[config.mk]
export PLATFORM = sky130hd
export DESIGN_NAME = rx_framer
export DESIGN_NICKNAME = d
export VERILOG_FILES = /design/src/rtl/rx_framer.sv
export SDC_FILE = /design/constraint.sdc
export NUM_CORES = 1
export LEC_CHECK = 0
export BUFFER_PORTS_ARGS = -buffer_cell sky130_fd_sc_hd__clkbuf_2
export CAP_MARGIN = 30
export CORE_UTILIZATION = 50
export CTS_CLUSTER_DIAMETER = 40
export CTS_CLUSTER_SIZE = 28
export DETAILED_ROUTE_END_ITERATION = 8
export HOLD_SLACK_MARGIN = 0.06
export MAX_ROUTING_LAYER = met4
export PLACE_DENSITY_LB_ADDON = 0.25
export SYNTH_ARGS = -nofsm -noshare
export SYNTH_HDL_FRONTEND = slang
export SYNTH_SLANG_ARGS = --single-unit
[constraint.sdc]
create_clock -name clk -period 1.86 [get_ports clk]
set_input_delay 0.093 -clock clk [delete_from_list [all_inputs] [get_ports clk]]
set_output_delay 0.093 -clock clk [all_outputs]
set_load 0.05 [all_outputs]
[src/rtl/rx_framer.sv]
`timescale 1ns/1ps
module rx_framer #(
  parameter int HIST = 7
) (
  input  logic       clk,
  input  logic       rst_n,
  input  logic       bit_valid,
  input  logic       rx_bit,
  input  logic       mode_async,
  input  logic [1:0] data_bits,
  input  logic       parity_en,
  input  logic [1:0] overspeed,
  input  logic       rd_strobe,
  output logic [7:0] rx_data,
  output logic       data_ready,
  output logic       overflow,
  output logic       framing_err,
  output logic       even_parity
);
  typedef enum logic [1:0] {S_HUNT, S_DATA, S_PAR, S_STOP} st_t;

  st_t             st;
  logic            armed;
  logic [2:0]      cnt;
  logic [7:0]      sh;
  logic            par_acc;
  logic            pbit;
  logic [HIST-1:0] hist;
  logic [2:0]      cfg_q;

  wire       cfg_chg  = {mode_async, overspeed} != cfg_q;
  wire       tick     = bit_valid && !cfg_chg;
  wire [2:0] last_idx = 3'd4 + {1'b0, data_bits};
  wire [HIST-1:0] win = (overspeed == 2'b01) ? {HIST{1'b1}} :
                        (overspeed == 2'b10) ? {{(HIST-3){1'b0}}, 3'b111} : '0;
  wire       allow    = (overspeed == 2'b01 || overspeed == 2'b10) && ((hist & win) == '0);
  wire       sync_del = tick && !mode_async && cnt == 3'd7;
  wire       ss_del   = tick && mode_async && st == S_STOP;
  wire       deliver  = sync_del || ss_del;
  wire       deleted  = ss_del && !rx_bit;
  wire       ok_del   = deleted && allow;

  always_ff @(posedge clk) begin
    if (!rst_n) begin
      st <= S_HUNT; armed <= 1'b0; cnt <= '0; sh <= '0;
      par_acc <= 1'b0; pbit <= 1'b0; hist <= '0; cfg_q <= '0;
    end else begin
      cfg_q <= {mode_async, overspeed};
      if (cfg_chg) begin
        hist <= '0; st <= S_HUNT; armed <= 1'b0; cnt <= '0;
      end else if (bit_valid) begin
        if (!mode_async) begin
          sh  <= {rx_bit, sh[7:1]};
          cnt <= cnt + 3'd1;
        end else begin
          case (st)
            S_HUNT:
              if (armed && !rx_bit) begin
                st <= S_DATA; cnt <= '0; sh <= '0; par_acc <= 1'b0;
              end else armed <= rx_bit;
            S_DATA: begin
              sh[cnt] <= rx_bit;
              par_acc <= par_acc ^ rx_bit;
              cnt     <= cnt + 3'd1;
              if (cnt == last_idx) st <= parity_en ? S_PAR : S_STOP;
            end
            S_PAR: begin
              pbit <= rx_bit;
              st   <= S_STOP;
            end
            default: begin
              hist <= {hist[HIST-2:0], ok_del};
              if (rx_bit) begin
                st <= S_HUNT; armed <= 1'b1;
              end else if (ok_del) begin
                st <= S_DATA; cnt <= '0; sh <= '0; par_acc <= 1'b0;
              end else begin
                st <= S_HUNT; armed <= 1'b0;
              end
            end
          endcase
        end
      end
    end
  end

  always_ff @(posedge clk) begin
    if (!rst_n) begin
      rx_data <= '0; data_ready <= 1'b0; overflow <= 1'b0;
      framing_err <= 1'b0; even_parity <= 1'b0;
    end else if (deliver) begin
      rx_data     <= mode_async ? sh : {rx_bit, sh[7:1]};
      data_ready  <= 1'b1;
      overflow    <= data_ready && !rd_strobe;
      framing_err <= deleted && !allow;
      if (ss_del) even_parity <= parity_en && !(par_acc ^ pbit);
    end else if (rd_strobe) begin
      data_ready <= 1'b0;
      overflow   <= 1'b0;
    end
  end

  AST_READY_AFTER_COPY: assert property (@(posedge clk) disable iff (!rst_n)
    deliver |=> data_ready);
  AST_READ_CLEARS: assert property (@(posedge clk) disable iff (!rst_n)
    (rd_strobe && !deliver) |=> (!data_ready && !overflow));
  AST_OVF_NEEDS_READY: assert property (@(posedge clk) disable iff (!rst_n)
    $rose(overflow) |-> $past(data_ready));
  AST_FE_ASYNC_ONLY: assert property (@(posedge clk) disable iff (!rst_n)
    $rose(framing_err) |-> $past(mode_async));
  AST_SYNC_KEEPS_PARITY: assert property (@(posedge clk) disable iff (!rst_n)
    !mode_async |=> $stable(even_parity));
  AST_BUDGET_EIGHT: assert property (@(posedge clk) disable iff (!rst_n)
    (overspeed == 2'b01 && !cfg_chg) |-> $countones(hist) <= 1);
  AST_BUDGET_FOUR: assert property (@(posedge clk) disable iff (!rst_n)
    (overspeed == 2'b10 && !cfg_chg) |-> $countones(hist[2:0]) <= 1);
endmodule

## After elaboration in Yosys (flattened, before gate mapping)

Cells that the tools add are included.
Widths: inputs -> output; s select.

- Add/subtract/negate cells: 2
- $lt $le $gt $ge: 2
- Equality and inequality tests: 17
- Multiplexer cells: 33
- Bitwise gates (word level): 8
- Reductions and logical operators: 36

Operator list:

| operator | count |
|---|---|
| $mux 8 | 5 |
| $pmux 8 s3 | 1 |
| $mux 3 | 5 |
| $logic_and 1x1->1 | 13 |
| $mux 1 | 13 |
| $reduce_and 5->1 | 2 |
| $pmux 3 s3 | 1 |
| $bwmux 8 | 1 |
| $ne 2x2->1 const B | 4 |
| $reduce_and 4->1 | 2 |
| $and 7x7->7 | 1 |
| $logic_not 7->1 | 1 |
| $mux 7 | 1 |
| $reduce_and 7->1 | 1 |
| $eq 2x2->1 const B | 3 |
| $logic_not 1->1 | 6 |
| $pmux 2 s3 | 1 |
| $reduce_and 6->1 | 1 |
| $not 1->1 | 5 |
| $eq 2x1->1 const B | 2 |
| $lt 3x4->1 const B | 1 |
| $mux 2 | 2 |
| $ne 4x1->1 const B | 1 |
| $ne 4x2->1 const B | 1 |
| other kinds (21) | 24 |

- Register bits after elaboration: 38
- Input bits: 11
- Output and inout bits: 12
- Logic and storage cells: 111

## Depth between registers and ports, before layout

Gate-level depths: netlist (run 1).

- Depth after elaboration: 11
- Mapped depth: 7
- Gate-level depth less buffers: 6

## Worst setup path before layout (run 1)

No wires, ideal clock.

- Path type: register -> register
- Start: reg st[0]
- End: reg sh[7]
- Setup time: 116 ps
- Data arrival time: 1,821 ps
- Data required time: 1,744 ps
- Slack: -77 ps
- Cell stages (with the launch flop): 8
- Buffers on the path: 1
- Period minus slack after synthesis: 1,937 ps
- Path through: dfxtp_1 -> inv_1 -> ha_1 -> a21bo_2 -> a31oi_1 -> buf_2 -> a41oi_1 -> a31o_2

- Cells in the longest elaborated chain, start to end: 6
- Elaborated cells between the ends (all ways): 14
- Classes of those cells: 7 x eq/ne; 2 x mux; 5 x reduce/logical

Ends and longest elaborated chain:

| element | line | RTL |
|---|---|---|
| from (decl) | 22 | `st_t st;` |
| from (signal assigned) | 65 | `if (cnt == last_idx) st <= parity_en ? S_PAR : S_STOP;` |
| $eq 2x2->1 | 38 | `wire ss_del = tick && mode_async && st == S_STOP;` |
| $logic_and 1x1->1 | 38 |  |
| $logic_and 1x1->1 | 40 | `wire deleted = ss_del && !rx_bit;` |
| $logic_and 1x1->1 | 41 | `wire ok_del = deleted && allow;` |
| $ne 4x1->1 (no source line) | - |  |
| $reduce_and 6->1 (no source line) | - |  |
| to (signal assigned) | 53 | `sh <= {rx_bit, sh[7:1]};` |
| to (signal, indexed assignment) | 62 | `sh[cnt] <= rx_bit;` |
| to (decl) | 25 | `logic [7:0] sh;` |

Parallel ways exist; a longest one is shown, timed or not.
A chain may end at the register's enable or synchronous reset.

## Final worst setup path (run 1)

- Start: reg st[0]
- End: reg sh[6]

The elaborated chain is that of the path after synthesis.

==> results of run 1 <==
[what timing repair did]
action | CTS | global route
buffers inserted | 1 | 0
hold buffers | 2 | 0
endpoints found under the hold margin | 2 | 0
gates resized for setup | 3 | 3
endpoints found under the setup margin | 8 | 16
[kinds of logic after synthesis]
family          count (synthesis)  synth area share
fa+ha+maj                       8            0.0472
xor+xnor                        8            0.0330
flops                          38             0.359
buf+inv                        25            0.0525
mux                            11            0.0525
compound gates                 89             0.294
simple gates                   65             0.162
[cells in the mapped netlist (7+ instances only)]
library cell	n	area share
a211oi_1	13	0.046
o21ai_0	8	0.019
inv_1	7	0.012
clkbuf_1	11	0.019
mux2i_1	10	0.047
nor2_1	14	0.025
a21oi_1	23	0.054
dfxtp_1	38	0.36
a31oi_1	9	0.027
nand3_1	8	0.019
nor2b_1	8	0.024
ha_1	8	0.047
nand2_1	11	0.019
[metrics by stage]
stage | instance area [um2] | hold slack [ns] | std cells | TNS (ns) | worst slack, ns
6_report | 2590 | 0.111 | 336 | 0 | 0.0295
5_1_grt | 2590 | 0.169 | 336 | -0.201 | -0.0494
2_1_floorplan | 2130 | 0.171 | 244 | 0 | 0.0284
3_5_place_dp | 2430 | 0.281 | 325 | -0.0644 | -0.0207
3_3_place_gp | 2430 | 0.282 | 325 | 0 | 0.0115
4_1_cts | 2580 | 0.109 | 336 | 0 | 0.000331
[routing by layer]
layer,global-route usage,vias to the layer above,part of all wire,wire (um)
li1,-,998,-,-
met1,0.316,908,0.47,2450
met2,0.410,48,0.48,2490
met3,0.0514,6,0.042,221
met4,0.0638,0,0.0088,46
met5,-,-,0,0
[registers in the layout, indices dropped and copies added (netlist names)]
name,cells
par_acc,1
even_parity,1
armed,1
framing_err,1
rx_data,8
st,2
pbit,1
data_ready,1
hist,7
cfg_q,3
sh,8
overflow,1
cnt,3
[critical path, stage by stage, from the launching register on]
cell and delay (ns):
dfxtp_2 0.36, buf_4 0.11, ha_1 0.17, and4b_1 0.27, a31o_4 0.20, nand3_1 0.20, o311a_1 0.42
[layout by cell type (no fill, tap or decap), types with 3 or more instances in the layout]
| master | netlist | layout |
|---|---|---|
| and2_1 | 2 | 3 |
| a21o_1 | 5 | 5 |
| a41oi_1 | 3 | 3 |
| nor2_1 | 14 | 13 |
| nand2b_1 | 3 | 3 |
| clkbuf_8 | 0 | 5 |
| or3_1 | 3 | 3 |
| a41o_1 | 5 | 5 |
| ha_1 | 8 | 6 |
| xor2_1 | 3 | 3 |
| nor2b_1 | 8 | 8 |
| mux2i_1 | 10 | 10 |
| o21ai_0 | 8 | 8 |
| a211oi_1 | 13 | 13 |
| clkbuf_2 | 1 | 22 |
| or4_1 | 4 | 3 |
| nand2_1 | 11 | 11 |
| and3_1 | 3 | 3 |
| nand3_1 | 8 | 8 |
| buf_4 | 1 | 26 |
| a21oi_1 | 23 | 23 |
| xnor2_1 | 5 | 5 |
| o311a_1 | 5 | 5 |
| a21boi_0 | 3 | 3 |
| a31oi_1 | 9 | 8 |
| dfxtp_1 | 38 | 36 |
| o21a_1 | 3 | 3 |
| inv_1 | 7 | 6 |
[worst max path at each step]
stage | start | to | cells after the start
floorplan | st[1] | sh[3] | 7
global placement | st[0] | sh[2] | 7
detailed placement | st[0] | sh[2] | 7
CTS | cfg_q[0] | armed | 5
global route | st[1] | sh[1] | 6
finish | st[0] | sh[6] | 6
[area by class of cell]
class | count | area [um2] | area share
flip-flops and latches | 38 | 763 | 0.295
well taps | 50 | 62.6 | 0.0241
inverters | 8 | 32.5 | 0.0126
multi-input cells | 181 | 1280 | 0.495
clock buffers | 5 | 68.8 | 0.0266
repair buffers | 51 | 337 | 0.130
clock inverters | 3 | 45.0 | 0.0174
[power groups by stage]
stage                     sequential, mW  combinational (mW)  clock [mW]
after CTS                          0.829               0.156       0.730
after detailed placement           0.848               0.151           0
final                              0.829               0.160       0.722
after global placement             0.847               0.149           0
after floorplan                    0.846              0.0931           0
after global routing               0.830               0.174       0.764
==> impl_metrics.env, run 1 <==
export IMPL_outcome="finished clean"
export IMPL_syn_avg_cell_area_um2=8.69
export IMPL_setup_violations=0
export IMPL_synth_seq_cells=38
export IMPL_crit_path_end_kind="flip-flop"
export IMPL_cp_data_required_time_ns=2.05
export IMPL_p_clk_frac=0.422
export IMPL_yosysWarnings=0
export IMPL_initial_core_util=0.526
export IMPL_final_hold_violation_count=0
export IMPL_worst_pin_slew_ns=0.345
export IMPL_arrival_ns=2.02
export IMPL_dpl_hpwl_mm=3.79
export IMPL_period_share=0.984
export IMPL_clock_sinks=38
export IMPL_core_area_mm2=0.00403
export IMPL_synthFlopType="dfxtp_1"
export IMPL_grt_pass1_wl_mm=8.23
export IMPL_nNetsFinal=304
export IMPL_intPower_mw=1.29
export IMPL_p_total_mw=1.71
export IMPL_p_sw_uw=424
export IMPL_clock_latency_ns=0.30
export IMPL_grt_usage=0.252
export IMPL_finClkSkew_ns=0.00385
export IMPL_area_delta_synth_final_pct=22.2
export IMPL_place_gp_congestion=0.884
export IMPL_vias=1960
export IMPL_seq_power_share=0.484
export IMPL_cts_root_buf="clkbuf_8"
export IMPL_yosysSeqAreaShare=0.359
export IMPL_htreeDepth=2
export IMPL_power_leakage_nw=1.09
export IMPL_peakVddDrop_mv=0.345
export IMPL_combPwrFrac=0.094
export IMPL_die_x_um=67.1
export IMPL_fp_dieArea_mm2=0.00451
export IMPL_synthArstFlopShare=0
export IMPL_cap_violations=0
export IMPL_worst_hold_path_type="primary input to flip-flop"
export IMPL_finalMaxSlewViolations=0
export IMPL_io_buffers=22
export IMPL_syn_area_mm2=0.00212
export IMPL_nFillCells=350
export IMPL_cts_buffers=5
export IMPL_crit_reg2reg_launch="st[0]"
export IMPL_r2r_slack_ns=0.03
export IMPL_whs_path_depth=4
export IMPL_grt_pass1_vias=1775
export IMPL_drtIter0Drc=95
export IMPL_yosysUniqueCellTypes=50
export IMPL_grt_max_degree=24
export IMPL_reg2reg_to="sh[6]"
export IMPL_synth_edf_count=0
export IMPL_ios=23
export IMPL_min_from="parity_en"
export IMPL_crit_type="flip-flop to flip-flop"
export IMPL_worst_setup_path_start_kind="flip-flop"
export IMPL_viasPerCell=5.83
export IMPL_fmax_ghz=0.546
export IMPL_row_count=23
export IMPL_rsz0062_at_grt="yes"
export IMPL_layout_min_cycle_time_ns=1.83
export IMPL_relSlewSlack=0.764
export IMPL_cts_buffer_depth=2
export IMPL_fin_util=0.643
export IMPL_wl_per_cell_um=15.5
export IMPL_drcViolationCount=0
export IMPL_wl_mm=5.20
export IMPL_whs_endpoint="even_parity"
export IMPL_gr_total_overflow=0
export IMPL_worst_r2r_path_depth=6
export IMPL_syn_num_nets=263
export IMPL_antenna_cells=0
export IMPL_p_sw_frac=0.248
export IMPL_drt_pre_antenna_iters=4
export IMPL_cts_tree="built"
export IMPL_cp_max_fo=6
export IMPL_cellPowerDensity_mw_per_mm2=660
export IMPL_chipHeight_um=67.1
export IMPL_drive_above_1_share=0.255
export IMPL_antenna_found_initial=0
export IMPL_synth_cells=244
export IMPL_antenna_left=0
export IMPL_path_clk_slew_ns=0.08
Power figures use the tool's default switching activity.
==> run 2: changes to the inputs <==
==> constraint.sdc (replaced) <==
create_clock -name clk -period 1.86 [get_ports clk]
set_input_delay 0.465 -clock clk [delete_from_list [all_inputs] [get_ports clk]]
set_output_delay 0.465 -clock clk [all_outputs]
set_load 0.05 [all_outputs]
==> run 2 against run 1 <==
Net effect: count of clock-buffer cells in the layout did not move; utilization rose by 2.5 points; sequential share of layout area fell by 1.1 points; fmax rose by 1.4%; highest routed layer unchanged.
==> impl_metrics.env, run 2 (synthesized netlist as in run 1, its figures left out) <==
export IMPL_outcome="finished clean"
export IMPL_relSlewSlack=0.720
export IMPL_seq_area_um2=763
export IMPL_htreeDepth=2
export IMPL_setup_tns_ns=0
export IMPL_crit_type="flip-flop to flip-flop"
export IMPL_clock_latency_ns=0.29
export IMPL_cp_data_required_time_ns=2.04
export IMPL_power_leakage_nw=1.14
export IMPL_place_gp_congestion=0.900
export IMPL_grt_max_degree=18
export IMPL_cts_tree="built"
export IMPL_cap_violations=0
export IMPL_cts_setup_buffers=0
export IMPL_cts_root_buf="clkbuf_8"
export IMPL_initial_core_util=0.526
export IMPL_placed_area_mm2=0.00249
export IMPL_reg_top3="rx_data: 8 flops, sh: 8 flops, hist: 7 flops"
export IMPL_wl_mm=5.34
export IMPL_antenna_cells=0
export IMPL_finalInstanceArea_mm2=0.00269
export IMPL_crit_slowest_cell="o311a_1"
export IMPL_crit_reg2reg_launch="st[0]"
export IMPL_antenna_found_initial=0
export IMPL_worst_hold_path_type="primary input to flip-flop"
export IMPL_fp_dieArea_mm2=0.00451
export IMPL_rsz0062_at_grt="yes"
export IMPL_peakVddDrop_mv=0.457
export IMPL_area_delta_synth_final_pct=26.9
export IMPL_crit_chain="inv_2 -> buf_4 -> ha_1 -> a21bo_2 -> a31oi_4 -> nand3_2 -> o311a_1"
export IMPL_path_clk_slew_ns=0.08
export IMPL_cp_max_fo=5
export IMPL_grt_usage=0.260
export IMPL_clock_sinks=38
export IMPL_cts_buffer_depth=2
export IMPL_gr_total_overflow=0
export IMPL_final_cell_mix="36 x dfxtp_1, 31 x buf_4, 23 x a21oi_1"
export IMPL_viasPerCell=5.96
export IMPL_preCtsSetupSlack_ns=-0.170
export IMPL_drt_pre_antenna_iters=4
export IMPL_chipHeight_um=67.1
export IMPL_multiInputGateArea_mm2=0.00134
export IMPL_antenna_left=0
export IMPL_vias=2027
export IMPL_die_x_um=67.1
export IMPL_setup_slack_ns=0.0543
export IMPL_wl_per_cell_um=15.7
export IMPL_cts_buffers=5
export IMPL_max_stage_delay_ns=0.37
export IMPL_final_hold_violation_count=0
export IMPL_drtIter0Drc=114
export IMPL_arrival_ns=1.99
export IMPL_layout_min_cycle_time_ns=1.81
export IMPL_finalMaxSlewViolations=0
export IMPL_nNetsFinal=308
export IMPL_min_from="rd_strobe"
export IMPL_period_share=0.971
export IMPL_cellPowerDensity_mw_per_mm2=689
export IMPL_drive_above_1_share=0.293
export IMPL_dpl_hpwl_mm=3.93
export IMPL_io_buffers=22
export IMPL_row_count=23
export IMPL_drcViolationCount=0
export IMPL_crit_path_end_kind="flip-flop"
export IMPL_grt_pass1_wl_mm=8.52
export IMPL_final_common_cell="dfxtp_1"
export IMPL_ios=23
export IMPL_grt_pass1_vias=1824
export IMPL_startpoint="st[0]"
export IMPL_hold_slack_ns=0.355
export IMPL_finClkSkew_ns=0.00544
export IMPL_worst_pin_slew_ns=0.415
export IMPL_fmax_ghz=0.554
export IMPL_setup_violations=0
export IMPL_nFillCells=337
export IMPL_core_area_mm2=0.00403
export IMPL_worst_setup_path_start_kind="flip-flop"
## run 2: path summary, 6_finish.rpt
| check | endpoint | slack, ns | cells after the start |
|---|---|---|---|
| worst max-delay path | sh[1] | 0.05 | 7 |
| worst min-delay path | overflow | 0.36 | 2 |
| worst max register to register | sh[1] | 0.05 | 7 |
| worst min register to register | even_parity | 0.48 | 2 |
## run 2: report_power, final
| part | internal (mW) | switching [mW] | leakage (nW) |
|---|---|---|---|
| logic | 0.0748 | 0.101 | 0.760 |
| clock network | 0.538 | 0.313 | 0.0683 |
| registers | 0.821 | 0.00715 | 0.308 |
## run 2: metal layers
| metal | up-vias | share of wire | GRT usage |
|---|---|---|---|
| li1 | 1011 | - | - |
| met1 | 961 | 0.48 | 0.344 |
| met2 | 50 | 0.46 | 0.399 |
| met3 | 5 | 0.041 | 0.0360 |
| met4 | 0 | 0.010 | 0.0984 |
| met5 | - | 0 | - |
## run 2: per-stage QoR
stage	power [mW]	std cells	util
after floorplan	0.944	244	-
after global placement	1.01	331	0.618
after detailed placement	1.01	331	0.618
after CTS	1.85	339	0.654
after global routing	1.92	340	0.668
final	1.85	340	0.668
## run 2: final cells by class
type,count,area share
clock buffer,5,0.0256
clock inverter,3,0.0256
inverter,8,0.0121
multi-input combinational,181,0.497
sequential,38,0.284
tap,50,0.0232
timing repair buffer,55,0.133
## run 2: critical path, delay by kind of cell, from the launching register on
family / cells / cell delay [ns]
AND/OR/NAND/NOR: 1 / 0.17
buffers and inverters: 2 / 0.18
flip-flops: 1 / 0.36
adder cells (fa/ha/maj): 1 / 0.20
AO/OA/AOI/OAI: 3 / 0.79
## run 2: timing repair
action	4_1_cts	5_1_grt
hold buffers	0	0
hold endpoints to repair	0	0
gates cloned	0	1
resized for setup	2	10
setup endpoints to repair	2	16
pin swaps	0	2
==> run 3: changes to the inputs <==
--- a/config.mk
+++ b/config.mk
@@ -7,12 +7,12 @@
 export LEC_CHECK = 0
 export BUFFER_PORTS_ARGS = -buffer_cell sky130_fd_sc_hd__clkbuf_2
 export CAP_MARGIN = 30
-export CORE_UTILIZATION = 50
+export CORE_ASPECT_RATIO = 0.9
+export CORE_UTILIZATION = 25
 export CTS_CLUSTER_DIAMETER = 40
 export CTS_CLUSTER_SIZE = 28
 export DETAILED_ROUTE_END_ITERATION = 8
 export HOLD_SLACK_MARGIN = 0.06
-export MAX_ROUTING_LAYER = met4
 export PLACE_DENSITY_LB_ADDON = 0.25
 export SYNTH_ARGS = -nofsm -noshare
 export SYNTH_HDL_FRONTEND = slang
==> run 3 against run 2 <==
Net effect: clock skew up 0.0012 ns; die area up 97%; fmax up 1.1%; register-to-register slack better by 0.02 ns; first-iteration DRC count down 22%; clock power down 30%; routed wire length up 11%; utilization down 32 points; worst hold slack worse by 0.012 ns; count of clock-buffer cells in the layout unchanged; combinational power up 9.7%.
==> impl_metrics.env, run 3 (synthesized netlist as in run 1, its figures left out) <==
export IMPL_outcome="finished clean"
export IMPL_fmax_ghz=0.560
export IMPL_setup_violations=0
export IMPL_layout_min_cycle_time_ns=1.79
export IMPL_relSlewSlack=0.718
export IMPL_io_buffers=22
export IMPL_die_x_um=99.1
export IMPL_initial_core_util=0.260
export IMPL_drt_pre_antenna_iters=4
export IMPL_crit_chain="buf_4 -> ha_4 -> and4b_1 -> buf_4 -> a31o_4 -> buf_4 -> a41o_1 -> o311a_1"
export IMPL_min_from="rd_strobe"
export IMPL_nNetsFinal=317
export IMPL_worst_r2r_path_depth=8
export IMPL_crit_type="flip-flop to flip-flop"
export IMPL_place_gp_congestion=0.764
export IMPL_clock_sinks=38
export IMPL_cap_violations=0
export IMPL_ctsHoldBuffers=0
export IMPL_core_area_mm2=0.00815
export IMPL_power_leakage_nw=1.16
export IMPL_vias=2048
export IMPL_period_share=0.960
export IMPL_worst_pin_slew_ns=0.418
export IMPL_fp_dieArea_mm2=0.00886
export IMPL_grt_max_degree=18
export IMPL_grt_pass1_vias=1939
export IMPL_final_hold_violation_count=0
export IMPL_fin_util=0.347
export IMPL_worst_setup_path_start_kind="flip-flop"
export IMPL_placed_cells=387
export IMPL_clock_latency_ns=0.30
export IMPL_drtIter0Drc=89
export IMPL_htreeDepth=2
export IMPL_cp_max_fo=5
export IMPL_crit_slowest_cell="dfxtp_4"
export IMPL_cts_buffers=5
export IMPL_crit_path_end_kind="flip-flop"
export IMPL_fin_cells=398
export IMPL_drcViolationCount=0
export IMPL_finClkSkew_ns=0.00663
export IMPL_wl_mm=5.94
export IMPL_dpl_hpwl_mm=4.41
export IMPL_max_stage_delay_ns=0.36
export IMPL_grt_pass1_wl_mm=9.67
export IMPL_antenna_cells=0
export IMPL_antenna_left=0
export IMPL_ios=23
export IMPL_gr_total_overflow=0
export IMPL_worst_hold_path_type="primary input to flip-flop"
export IMPL_rsz0062_at_grt="no"
export IMPL_crit_reg2reg_launch="st[0]"
export IMPL_area_delta_synth_final_pct=33.1
export IMPL_final_common_cell="buf_4"
export IMPL_cts_root_buf="clkbuf_8"
export IMPL_peakVddDrop_mv=0.255
export IMPL_reg2reg_to="sh[1]"
export IMPL_cts_tree="built"
export IMPL_final_cell_mix="40 x buf_4, 36 x dfxtp_1, 22 x a21oi_1, 22 x clkbuf_2, 14 x nor2_1"
export IMPL_finalMaxSlewViolations=0
export IMPL_r2r_slack_ns=0.07
export IMPL_cp_data_required_time_ns=2.05
export IMPL_wl_per_cell_um=14.9
export IMPL_antenna_found_initial=0
export IMPL_drive_above_1_share=0.321
export IMPL_path_clk_slew_ns=0.09
export IMPL_cp_common_cell="buf_4"
export IMPL_arrival_ns=1.97
export IMPL_whs_endpoint="overflow"
export IMPL_chipHeight_um=89.4
export IMPL_cts_buffer_depth=2
export IMPL_setup_tns_ns=0
export IMPL_whs_path_depth=2
export IMPL_row_count=31
export IMPL_viasPerCell=5.15
export IMPL_reg_top3="rx_data: 8 flops, sh: 8 flops, hist: 7 flops"
export IMPL_cellPowerDensity_mw_per_mm2=571
export IMPL_grt_usage=0.140
## run 3: cell count changes in the layout (fill, tap and decap cells not counted), sizes merged
cell / previous run / this run
buf: 33 / 42
bufinv: 2 / 0
clkinv: 1 / 2
clkinvlp: 0 / 1
## run 3: worst max path at each step
stage                  to         start  cells after the start
floorplan           sh[0]  overspeed[1]                      7
global placement    sh[4]  overspeed[1]                      7
detailed placement  sh[0]  overspeed[1]                      7
CTS                 armed         st[1]                      7
global route        sh[1]      cfg_q[0]                      7
finish              sh[1]         st[0]                      8
## run 3: layout make-up
class,count,area [um2]
inverter,8,32.5
clock inverter,3,21.3
fill,851,5320
multi-input combinational,181,1380
tap,99,124
timing repair buffer,64,433
sequential,38,766
clock buffer,5,68.8
## run 3: through the flow
stage | hold slack (ns) | instance area, um2 | setup slack, ns | power (mW)
after floorplan | 0.448 | 2160 | -0.0387 | 0.944
after global placement | 0.461 | 2600 | -0.197 | 1.03
after detailed placement | 0.465 | 2600 | -0.241 | 1.03
after CTS | 0.341 | 2740 | -0.00413 | 1.64
after global routing | 0.353 | 2820 | 0.0238 | 1.68
final | 0.343 | 2820 | 0.0737 | 1.61
## run 3: routing by layer
layer	vias up	share of wire	global-route usage
met5	-	0	0
li1	1022	-	-
met2	40	0.45	0.224
met4	0	0.015	0.0535
met3	7	0.038	0.0281
met1	979	0.50	0.187
## run 3: timing repair
item | CTS | global route
gates resized for setup | 8 | 16
cloned | 1 | 0
buffers inserted | 0 | 2
pin swaps | 0 | 7
setup endpoints to repair | 7 | 11
## run 3: worst max-delay path: cells and delay by family (launching register included)
kind / cells / cell delay, ns
AOI/OAI and AO/OA: 3 / 0.52
buffers and inverters: 3 / 0.44
adders and majority gates: 1 / 0.16
and+or+nand+nor: 1 / 0.19
DFF: 1 / 0.36
## run 3: power by group
group	leakage [nW]	total (mW)	internal, mW	switching (mW)
clock	0.0441	0.591	0.264	0.328
combinational	0.807	0.193	0.0868	0.106
sequential	0.308	0.827	0.820	0.00696
total	1.16	1.61	1.17	0.441
